### src/rtl/arom_pkg.sv
package arom_pkg;

  typedef enum logic [1:0] {
    ST_IDLE,
    ST_HUNT,
    ST_ADDR,
    ST_CSUM
  } rd_state_e;

  // framing sequence repeats with period four
  function automatic logic [7:0] sync_byte(input logic [7:0] pos);
    case (pos[1:0])
      2'd0:    sync_byte = 8'hFF;
      2'd1:    sync_byte = 8'h00;
      2'd2:    sync_byte = 8'h55;
      default: sync_byte = 8'hAA;
    endcase
  endfunction

endpackage

### src/rtl/arom_sync_hunt.sv
module arom_sync_hunt import arom_pkg::*; #(
  parameter int unsigned SYNC_LEN   = 8,
  parameter int unsigned HUNT_LIMIT = 32
) (
  input  logic       clk_i,
  input  logic       rst_ni,
  input  logic       clear_i,
  input  logic       step_i,
  input  logic [7:0] byte_i,
  output logic       hit_o,
  output logic       exhaust_o
);
  localparam int unsigned PW = $clog2(SYNC_LEN);
  localparam int unsigned CW = $clog2(HUNT_LIMIT);

  logic [PW-1:0] pos_q;
  logic [CW-1:0] cnt_q;
  logic          match;

  assign match     = (byte_i == sync_byte(8'(pos_q)));
  assign hit_o     = step_i && match && (pos_q == PW'(SYNC_LEN - 1));
  assign exhaust_o = step_i && !hit_o && (cnt_q == CW'(HUNT_LIMIT - 1));

  always_ff @(posedge clk_i or negedge rst_ni) begin
    if (!rst_ni) begin
      pos_q <= '0;
      cnt_q <= '0;
    end else if (clear_i) begin
      pos_q <= '0;
      cnt_q <= '0;
    end else if (step_i) begin
      cnt_q <= cnt_q + 1'b1;
      pos_q <= match ? pos_q + 1'b1 : '0;  // no recheck of a mismatching byte
    end
  end

  AST_HUNT_STOP: assert property (@(posedge clk_i) disable iff (!rst_ni)
    exhaust_o |=> !step_i);

endmodule

### src/rtl/arom_csum_fold.sv
module arom_csum_fold #(
  parameter int unsigned ADDR_BYTES = 6
) (
  input  logic [8*ADDR_BYTES-1:0] addr_i,
  output logic [15:0]             sum_o
);
  localparam int unsigned NB    = ADDR_BYTES;
  localparam int unsigned NW    = ADDR_BYTES / 2;
  localparam logic [17:0] MOD   = 18'd65535;

  logic [17:0] acc;

  function automatic logic [15:0] word_at(input logic [8*NB-1:0] a, input int unsigned k);
    word_at = {a[8*(NB-2-2*k) +: 8], a[8*(NB-1-2*k) +: 8]};
  endfunction

  always_comb begin
    acc = {2'b00, word_at(addr_i, 0)};
    for (int unsigned k = 1; k < NW; k++) begin
      acc = acc << 1;
      if (acc > MOD) acc = acc - MOD;
      acc = acc + {2'b00, word_at(addr_i, k)};
      if (k == NW - 1) begin
        if (acc >= MOD) acc = acc - MOD;
      end else begin
        if (acc > MOD) acc = acc - MOD;
      end
    end
    sum_o = acc[15:0];
  end

endmodule

### src/rtl/arom_sync_reader.sv
module arom_sync_reader import arom_pkg::*; #(
  parameter int unsigned ADDR_BYTES = 6,
  parameter int unsigned SYNC_LEN   = 8,
  parameter int unsigned HUNT_LIMIT = 32
) (
  input  logic                    clk_i,
  input  logic                    rst_ni,
  input  logic                    start_i,
  input  logic                    skip_i,
  output logic                    rd_req_o,
  input  logic                    rd_ack_i,
  input  logic [7:0]              rd_data_i,
  output logic [8*ADDR_BYTES-1:0] addr_o,
  output logic                    done_o,
  output logic                    valid_o
);
  localparam int unsigned AW  = 8 * ADDR_BYTES;
  localparam int unsigned BCW = $clog2(ADDR_BYTES);

  rd_state_e      st_q;
  logic [BCW-1:0] bcnt_q;
  logic [AW-1:0]  addr_q;
  logic [7:0]     ck_lo_q;
  logic           done_q, valid_q;
  logic           take, launch, hunt_hit, hunt_out;
  logic [15:0]    calc_sum;

  assign rd_req_o = (st_q != ST_IDLE);
  assign take     = rd_req_o && rd_ack_i;
  assign launch   = (st_q == ST_IDLE) && start_i;

  arom_sync_hunt #(.SYNC_LEN(SYNC_LEN), .HUNT_LIMIT(HUNT_LIMIT)) u_hunt (
    .clk_i    (clk_i),
    .rst_ni   (rst_ni),
    .clear_i  (launch),
    .step_i   (take && (st_q == ST_HUNT)),
    .byte_i   (rd_data_i),
    .hit_o    (hunt_hit),
    .exhaust_o(hunt_out)
  );

  arom_csum_fold #(.ADDR_BYTES(ADDR_BYTES)) u_fold (
    .addr_i(addr_q),
    .sum_o (calc_sum)
  );

  always_ff @(posedge clk_i or negedge rst_ni) begin
    if (!rst_ni) begin
      st_q    <= ST_IDLE;
      bcnt_q  <= '0;
      addr_q  <= '0;
      ck_lo_q <= '0;
      done_q  <= 1'b0;
      valid_q <= 1'b0;
    end else begin
      done_q <= 1'b0;
      unique case (st_q)
        ST_IDLE: if (start_i) begin
          addr_q  <= '0;
          valid_q <= 1'b0;
          bcnt_q  <= '0;
          st_q    <= skip_i ? ST_ADDR : ST_HUNT;
        end
        ST_HUNT: begin
          if (hunt_hit) st_q <= ST_ADDR;
          else if (hunt_out) begin
            st_q   <= ST_IDLE;
            done_q <= 1'b1;
          end
        end
        ST_ADDR: if (take) begin
          addr_q <= {addr_q[AW-9:0], rd_data_i};
          bcnt_q <= bcnt_q + 1'b1;
          if ((bcnt_q == '0 && rd_data_i[0]) ||
              (bcnt_q == BCW'(2) && addr_q[15:0] == '0 && rd_data_i == '0)) begin
            st_q   <= ST_IDLE;  // group address or zero vendor prefix
            done_q <= 1'b1;
          end else if (bcnt_q == BCW'(ADDR_BYTES - 1)) begin
            st_q   <= ST_CSUM;
            bcnt_q <= '0;
          end
        end
        ST_CSUM: if (take) begin
          if (bcnt_q == '0) begin
            ck_lo_q <= rd_data_i;
            bcnt_q  <= 1'b1;
          end else begin
            st_q    <= ST_IDLE;
            done_q  <= 1'b1;
            valid_q <= ({rd_data_i, ck_lo_q} == calc_sum);
          end
        end
        default: st_q <= ST_IDLE;
      endcase
    end
  end

  assign addr_o  = addr_q;
  assign done_o  = done_q;
  assign valid_o = valid_q;

  AST_DONE_PULSE: assert property (@(posedge clk_i) disable iff (!rst_ni)
    done_o |=> !done_o);
  AST_REQ_HOLD: assert property (@(posedge clk_i) disable iff (!rst_ni)
    (rd_req_o && !rd_ack_i) |=> rd_req_o);
  AST_IDLE_HOLD: assert property (@(posedge clk_i) disable iff (!rst_ni)
    (!rd_req_o && !start_i) |=> ($stable(addr_o) && $stable(valid_o)));
  AST_VALID_UNICAST: assert property (@(posedge clk_i) disable iff (!rst_ni)
    valid_o |-> !addr_o[AW-8]);
  AST_VALID_OUI: assert property (@(posedge clk_i) disable iff (!rst_ni)
    valid_o |-> (addr_o[AW-1:AW-24] != '0));

endmodule

### config.mk
export PLATFORM = sky130hd
export DESIGN_NAME = arom_sync_reader
export DESIGN_NICKNAME = d
export VERILOG_FILES = /design/src/rtl/arom_pkg.sv /design/src/rtl/arom_sync_hunt.sv /design/src/rtl/arom_csum_fold.sv /design/src/rtl/arom_sync_reader.sv
export SDC_FILE = /design/constraint.sdc
export NUM_CORES = 1
export LEC_CHECK = 0
export BUFFER_PORTS_ARGS = -buffer_cell sky130_fd_sc_hd__buf_2
export CAP_MARGIN = 0
export CORE_MARGIN = 3
export CORE_UTILIZATION = 65
export CTS_BUF_LIST = sky130_fd_sc_hd__clkbuf_16
export DETAILED_ROUTE_END_ITERATION = 6
export PLACE_DENSITY = 0.95
export RECOVER_POWER = 25
export SLEW_MARGIN = 0
export SYNTH_ARGS = -nofsm -noshare
export SYNTH_HDL_FRONTEND = slang
export SYNTH_SLANG_ARGS = --single-unit
### constraint.sdc
create_clock -name clk_i -period 9.6 [get_ports clk_i]
set_input_delay 0 -clock clk_i [delete_from_list [all_inputs] [get_ports clk_i]]
set_output_delay 0 -clock clk_i [all_outputs]
set_load 0.005 [all_outputs]
== Word level (Yosys, flattened, before mapping) ==
Cells that the tools add are included.
Operators by class
  add/subtract/negate cells: 9
  magnitude comparators: 4
  equal/unequal tests: 18
  muxes and demuxes: 41
  reduce and logical (&&, ||, !) cells: 27
Operators with widths (count)
  $mux 48: 2
  $pmux 48 s2: 1
  $add 18x16->18: 2
  $gt 18x16->1 const B: 2
  $mux 18: 2
  $mux 3: 9
  $pmux 8 s3: 1
  $ge 18x16->1 const B: 1
  $mux 2: 9
  $sub 17x16->18 const B: 1
  $sub 18x16->18 const B: 1
  $gt 17x16->1 const B: 1
  $mux 17: 1
  $sub 17x16->17 const B: 1
  $eq 16x16->1: 1
  $logic_not 16->1: 1
  $mux 16: 1
  $sub 16x16->16 const B: 1
  $logic_and 1x1->1: 10
  $mux 5: 2
  $ne 2x2->1 const B: 5
  $mux 1: 9
  $pmux 3 s3: 1
  $eq 8x8->1: 1
  other kinds (23): 33
Storage, ports and cells
  bits in registers: 71
  input port bits: 13
  output and inout port bits: 51
  logic and storage cells: 107

== Longest topological paths before layout ==
  depth after elaboration: 14
  mapped depth: 31
  mapped depth without buffers: 30

== Hierarchy ==
A second synthesis with hierarchy kept.
Second synthesis, totals
  cell total of the unflattened synthesis: 734
  area, all modules: 6082.1 um2
Modules (own cells, without submodules)
  arom_sync_reader: instances 1, cells each 322, area each 2976.6 um2, seq. area each 1576.5 um2
  arom_csum_fold: instances 1, cells each 360, area each 2551.2 um2, seq. area each 0.0 um2
  arom_sync_hunt: instances 1, cells each 52, area each 554.3 um2, seq. area each 200.2 um2

== Worst setup path after synthesis ==
Ideal clock, no wire load.
  path type: flip-flop to flip-flop
  start: reg addr_q[24], in the netlist addr_o[24]
  end: reg valid_q, in the netlist valid_o
  library setup time: 76 ps
  arrival: 6410 ps
  required time: 9524 ps
  setup slack: 3113 ps
  stages on the path, launching flop included: 32
  path buffers: 1
  clock period less this slack: 6487 ps
  cells stage by stage: dfrtp_1 > ha_1 > inv_1 > fa_1 > nor2b_4 > o31a_4 > or4_1 > nand3_1 > nor4b_4 > nand2_1 > nor2_1 > ha_1 > nor3b_1 > nand4_2 > o22a_1 > o22ai_1 > ha_1 > inv_1 > fa_1 > nor2b_1 > o211ai_1 > and3b_1 > o21a_1 > nor4_1 > nand2_1 > or3_1 > o21bai_1 > buf_2 > nand4_2 > a2111oi_2 > o2111ai_1 > o21ai_1
On the way
  longest elaborated chain between the ends: 12
  elaborated cells between the ends (all ways): 15
  classes of those cells: add/sub (5); order compare (3); eq/ne (1); mux (6)
Ends and longest elaborated chain
  start: declaration: line arom_sync_reader.sv:22  | logic [AW-1:0] addr_q;
  start signal: assignment: line arom_sync_reader.sv:72  | addr_q <= {addr_q[AW-9:0], rd_data_i};
  $add 18x16->18 (*): line arom_csum_fold.sv:22  | acc = acc + {2'b00, word_at(addr_i, k)};
  $sub 17x16->17 / $gt 18x16->1 (equally long branches): line arom_csum_fold.sv:26  | if (acc > MOD) acc = acc - MOD;
  $mux 17 (*): line arom_csum_fold.sv:26
  $sub 18x16->18 / $gt 18x16->1 (equally long branches): line arom_csum_fold.sv:21  | if (acc > MOD) acc = acc - MOD;
  $mux 18 (*): line arom_csum_fold.sv:21
  $add 18x16->18 (*): line arom_csum_fold.sv:22
  $sub 16x16->16 / $ge 18x16->1 (equally long branches): line arom_csum_fold.sv:24  | if (acc >= MOD) acc = acc - MOD;
  $mux 16 (*): line arom_csum_fold.sv:24
  $eq 16x16->1 (*): line arom_sync_reader.sv:90  | valid_q <= ({rd_data_i, ck_lo_q} == calc_sum);
  $mux 1 (*): line arom_sync_reader.sv:84  | if (bcnt_q == '0) begin
  $mux 1 (*): line arom_sync_reader.sv:83  | ST_CSUM: if (take) begin
  $pmux 1 s2 (*): line arom_sync_reader.sv:57  | unique case (st_q)
  end signal: assignment: line arom_sync_reader.sv:90
  end: declaration: line arom_sync_reader.sv:24  | logic done_q, valid_q;
Mark *: on every way between the ends. The rest lies on a longest branch, timed or not. The select of a mux whose other input is x is not followed.
A chain may end at the register's enable or synchronous reset.

== Worst setup path after layout ==
Ends and elaborated chain as after synthesis.

==> results.toml <==
[detailed_routing]
wl_per_cell_um = 20.9
firstDrtPassIters = 5
num_vias = 6748
drt_drc_violations_left = 0
viasPerCell = 6.84
ant_nets = 0
routed_wl_um = 20600
drt_iter0_markers = 646

[power]
switching_share_pct = 52.3
power_density_nw_per_um2 = 308
clockPowerShare_pct = 13.5
intPower_mw = 1.04
combPwrFrac_pct = 60.9
switching_power_mw = 1.14
totalPowerFinal_mw = 2.18
leakagePower_nw = 3.29
pwr-share-seq_pct = 25.6
peakVddDrop_v = 0.000202

[floorplanning]
fp.dieW_um = 106
die_y_um = 106
initial_core_util_pct = 68.3
io_pins = 64
die-area_um2 = 11200
rows = 35
coreArea_um2 = 9460

[critical_path]
required_ns = 9.86
critPathMaxStageDelay_ns = 0.68
critPathArrivalTime_ns = 8.15
r2r_setup_slack_ns = 1.71
crit_type = "reg -> reg"
crit_path_start_kind = "flop"
cp_slowest_cell = "o21bai_1"
rr_endpoint = "valid_o"
rr_worst_depth = 30
cp_max_fo = 11
reg2reg_from = "addr_o[24]"
critPathCaptureType = "flop"
timing.critical_path.mode_cell = "ha_1"

[placed_design]
port_buffers = 63
pre_cts_ws_ns = 1.90
dp_hpwl_um = 15100
placed_cell_area_um2 = 6820
gp_congestion = 0.989

[sta]
finalMaxSlewViolations = 0
fin_ws_ns = 1.71
tns_ns = 0
fin_worst_skew_ns = 0.00537
fmax_mhz = 127
tightest_slew_ns = 1.26
period_share_pct = 82.2
slew_headroom_pct = 15.5
hold_viol = 0
finalSetupViolCount = 0
period_minus_slack_ns = 7.89
rsz0062_at_grt = "false"

[clocking]
cts_root_buf = "clkbuf_16"
clk_latency_ns = 0.34
htree_levels = 3
ctsResizeCount = 0
cts_tree = "done"
cts_setup_buffers = 0
cts.sinks = 71
numCtsBuffers = 9
clockBufferDepth = 2
path_clk_slew_ns = 0.06
postCtsHoldBufs = 4

[grt]
busiest_layer = "met2"
grtUsageMet1_pct = 43.1
track_usage_pct = 37.3
gr-total-overflow = 0
grt.met2_usage_pct = 64.9
grt_pass1_wl_um = 33500
grt_antenna_before_repair = 0
grt_pass1_vias = 6620
use_met3_pct = 7.04
grt_max_degree = 72

[yosys]
yosysWarnings = 0
synth_edf_count = 0
synth_top_cell_by_area = "dfrtp_1"
synth_nets = 866
syn-cell-area_um2 = 6460
synth_top_area_share_pct = 27.5
async_flop_share_pct = 100
synth.area.top_cells = "dfrtp_1 (27%), ha_1 (8.9%), nand2_1 (8.5%), nand3_1 (5.5%), xnor2_1 (5.3%)"
ys.flop_type = "dfrtp_1"
synth_seq_cells = 71
avgSynthCellArea_um2 = 8.03
synth_cells = 805
yosysSeqAreaShare_pct = 27.5
synth_cell_types = 81

[cells_and_area]
diodes = 0
area_growth_pct = 9.58
final_core_util_pct = 74.9
regArea_um2 = 1780
layout-drive-gt1-share_pct = 10.3
stdcell_area_um2 = 7080
multi_input_area_um2 = 4440
fillers = 707
nets = 914

[status]
status = "finished clean"

[worst_hold_path]
hold_depth = 3
holdPathEnd = "addr_o[6]"
hold_start = "rd_data_i[6]"
hold_path.class = "in -> reg"

[run]
drv_cap = 0
-- per-stage QoR --
step                instances  hold slack, ns
floorplan                 805          -0.296
global placement          967           0.240
detailed placement        967           0.254
CTS                       986         0.00328
global route              986          0.0108
finish                    986          0.0102
-- state kept, by name, indices dropped and copies added, names as in the netlist --
register / cells
addr_o: 48
ck_lo_q: 8
u_hunt.cnt_q: 5
bcnt_q: 3
u_hunt.pos_q: 3
st_q: 2
done_o: 1
valid_o: 1
-- routing by layer --
metal | vias to the layer above | part of all wire, %
met5 | - | 0
met4 | 0 | 7.0
met3 | 128 | 8.4
met2 | 420 | 48
met1 | 3181 | 36
li1 | 3019 | -
-- cells in the final DEF (no fill, tap or decap), drive strengths merged, types with 13 or more instances in the layout --
| cell type | instances |
|---|---|
| nand2 | 146 |
| nand3 | 71 |
| dfrtp | 71 |
| ha | 46 |
| nor2 | 43 |
| a21oi | 41 |
| o21ai | 41 |
| xnor2 | 39 |
| buf | 37 |
| clkbuf | 37 |
| inv | 31 |
| nor3 | 23 |
| xor2 | 19 |
| nand4 | 15 |
| o21a | 13 |
-- worst max-delay path, delay by kind of cell, from the launching register on --
family,cells,cell delay (ns)
AOI/OAI and AO/OA,13,3.89
buffers and inverters,1,0.09
adders and majority gates,4,1.22
DFF,1,0.42
and+or+nand+nor,10,1.81
xor gates and xnor gates,2,0.36
-- cells by family (layout without fill, tap and decap cells) --
kind of cell / count (synthesis) / count (layout) / synth area share (%)
compound gates: 180 / 180 / 20.4
xor+xnor: 58 / 58 / 7.86
fa+ha+maj: 48 / 48 / 9.53
buf+inv: 61 / 113 / 4.05
flops: 71 / 71 / 27.5
mux: 13 / 13 / 2.21
simple gates: 374 / 374 / 28.5
-- Yosys cell counts, types with 9 or more instances --
cell type,count
nor4_1,11
a21oi_1,39
nand3_1,71
nor3_1,23
o21ai_0,31
clkbuf_1,21
inv_1,29
o21ai_1,9
nand4_1,13
ha_1,46
o21a_1,13
dfrtp_1,71
mux2_2,10
nand2_1,146
nor2_1,43
xnor2_1,39
xor2_1,19
and3_1,10
-- final cells by class --
cell class,count,share of cell area [%]
Multi-Input combinational cell,673,62.7
Clock buffer,9,3.18
Inverter,29,1.54
Timing Repair Buffer,69,4.73
Tap cell,129,2.28
Clock inverter,6,0.442
Sequential cell,71,25.1
-- how the worst max path moves through the flow --
stage | startpoint | endpoint | slack [ns] | cells past startpoint
after floorplan | addr_o[24] | valid_o | 3.11 | 31
after CTS | addr_o[24] | valid_o | 1.85 | 30
final | addr_o[24] | valid_o | 1.71 | 30
after global routing | addr_o[24] | valid_o | 1.16 | 30
after detailed placement | addr_o[24] | valid_o | 1.90 | 30
after global placement | addr_o[24] | valid_o | 2.14 | 30
-- power groups by stage --
stage | logic, mW | clock network (mW) | registers, mW
floorplan | 0.955 | 0 | 0.491
global placement | 1.24 | 0 | 0.543
detailed placement | 1.28 | 0 | 0.549
CTS | 1.31 | 0.293 | 0.547
global route | 1.45 | 0.309 | 0.563
finish | 1.33 | 0.296 | 0.558
No activity file was read; power rests on OpenSTA's default activity.
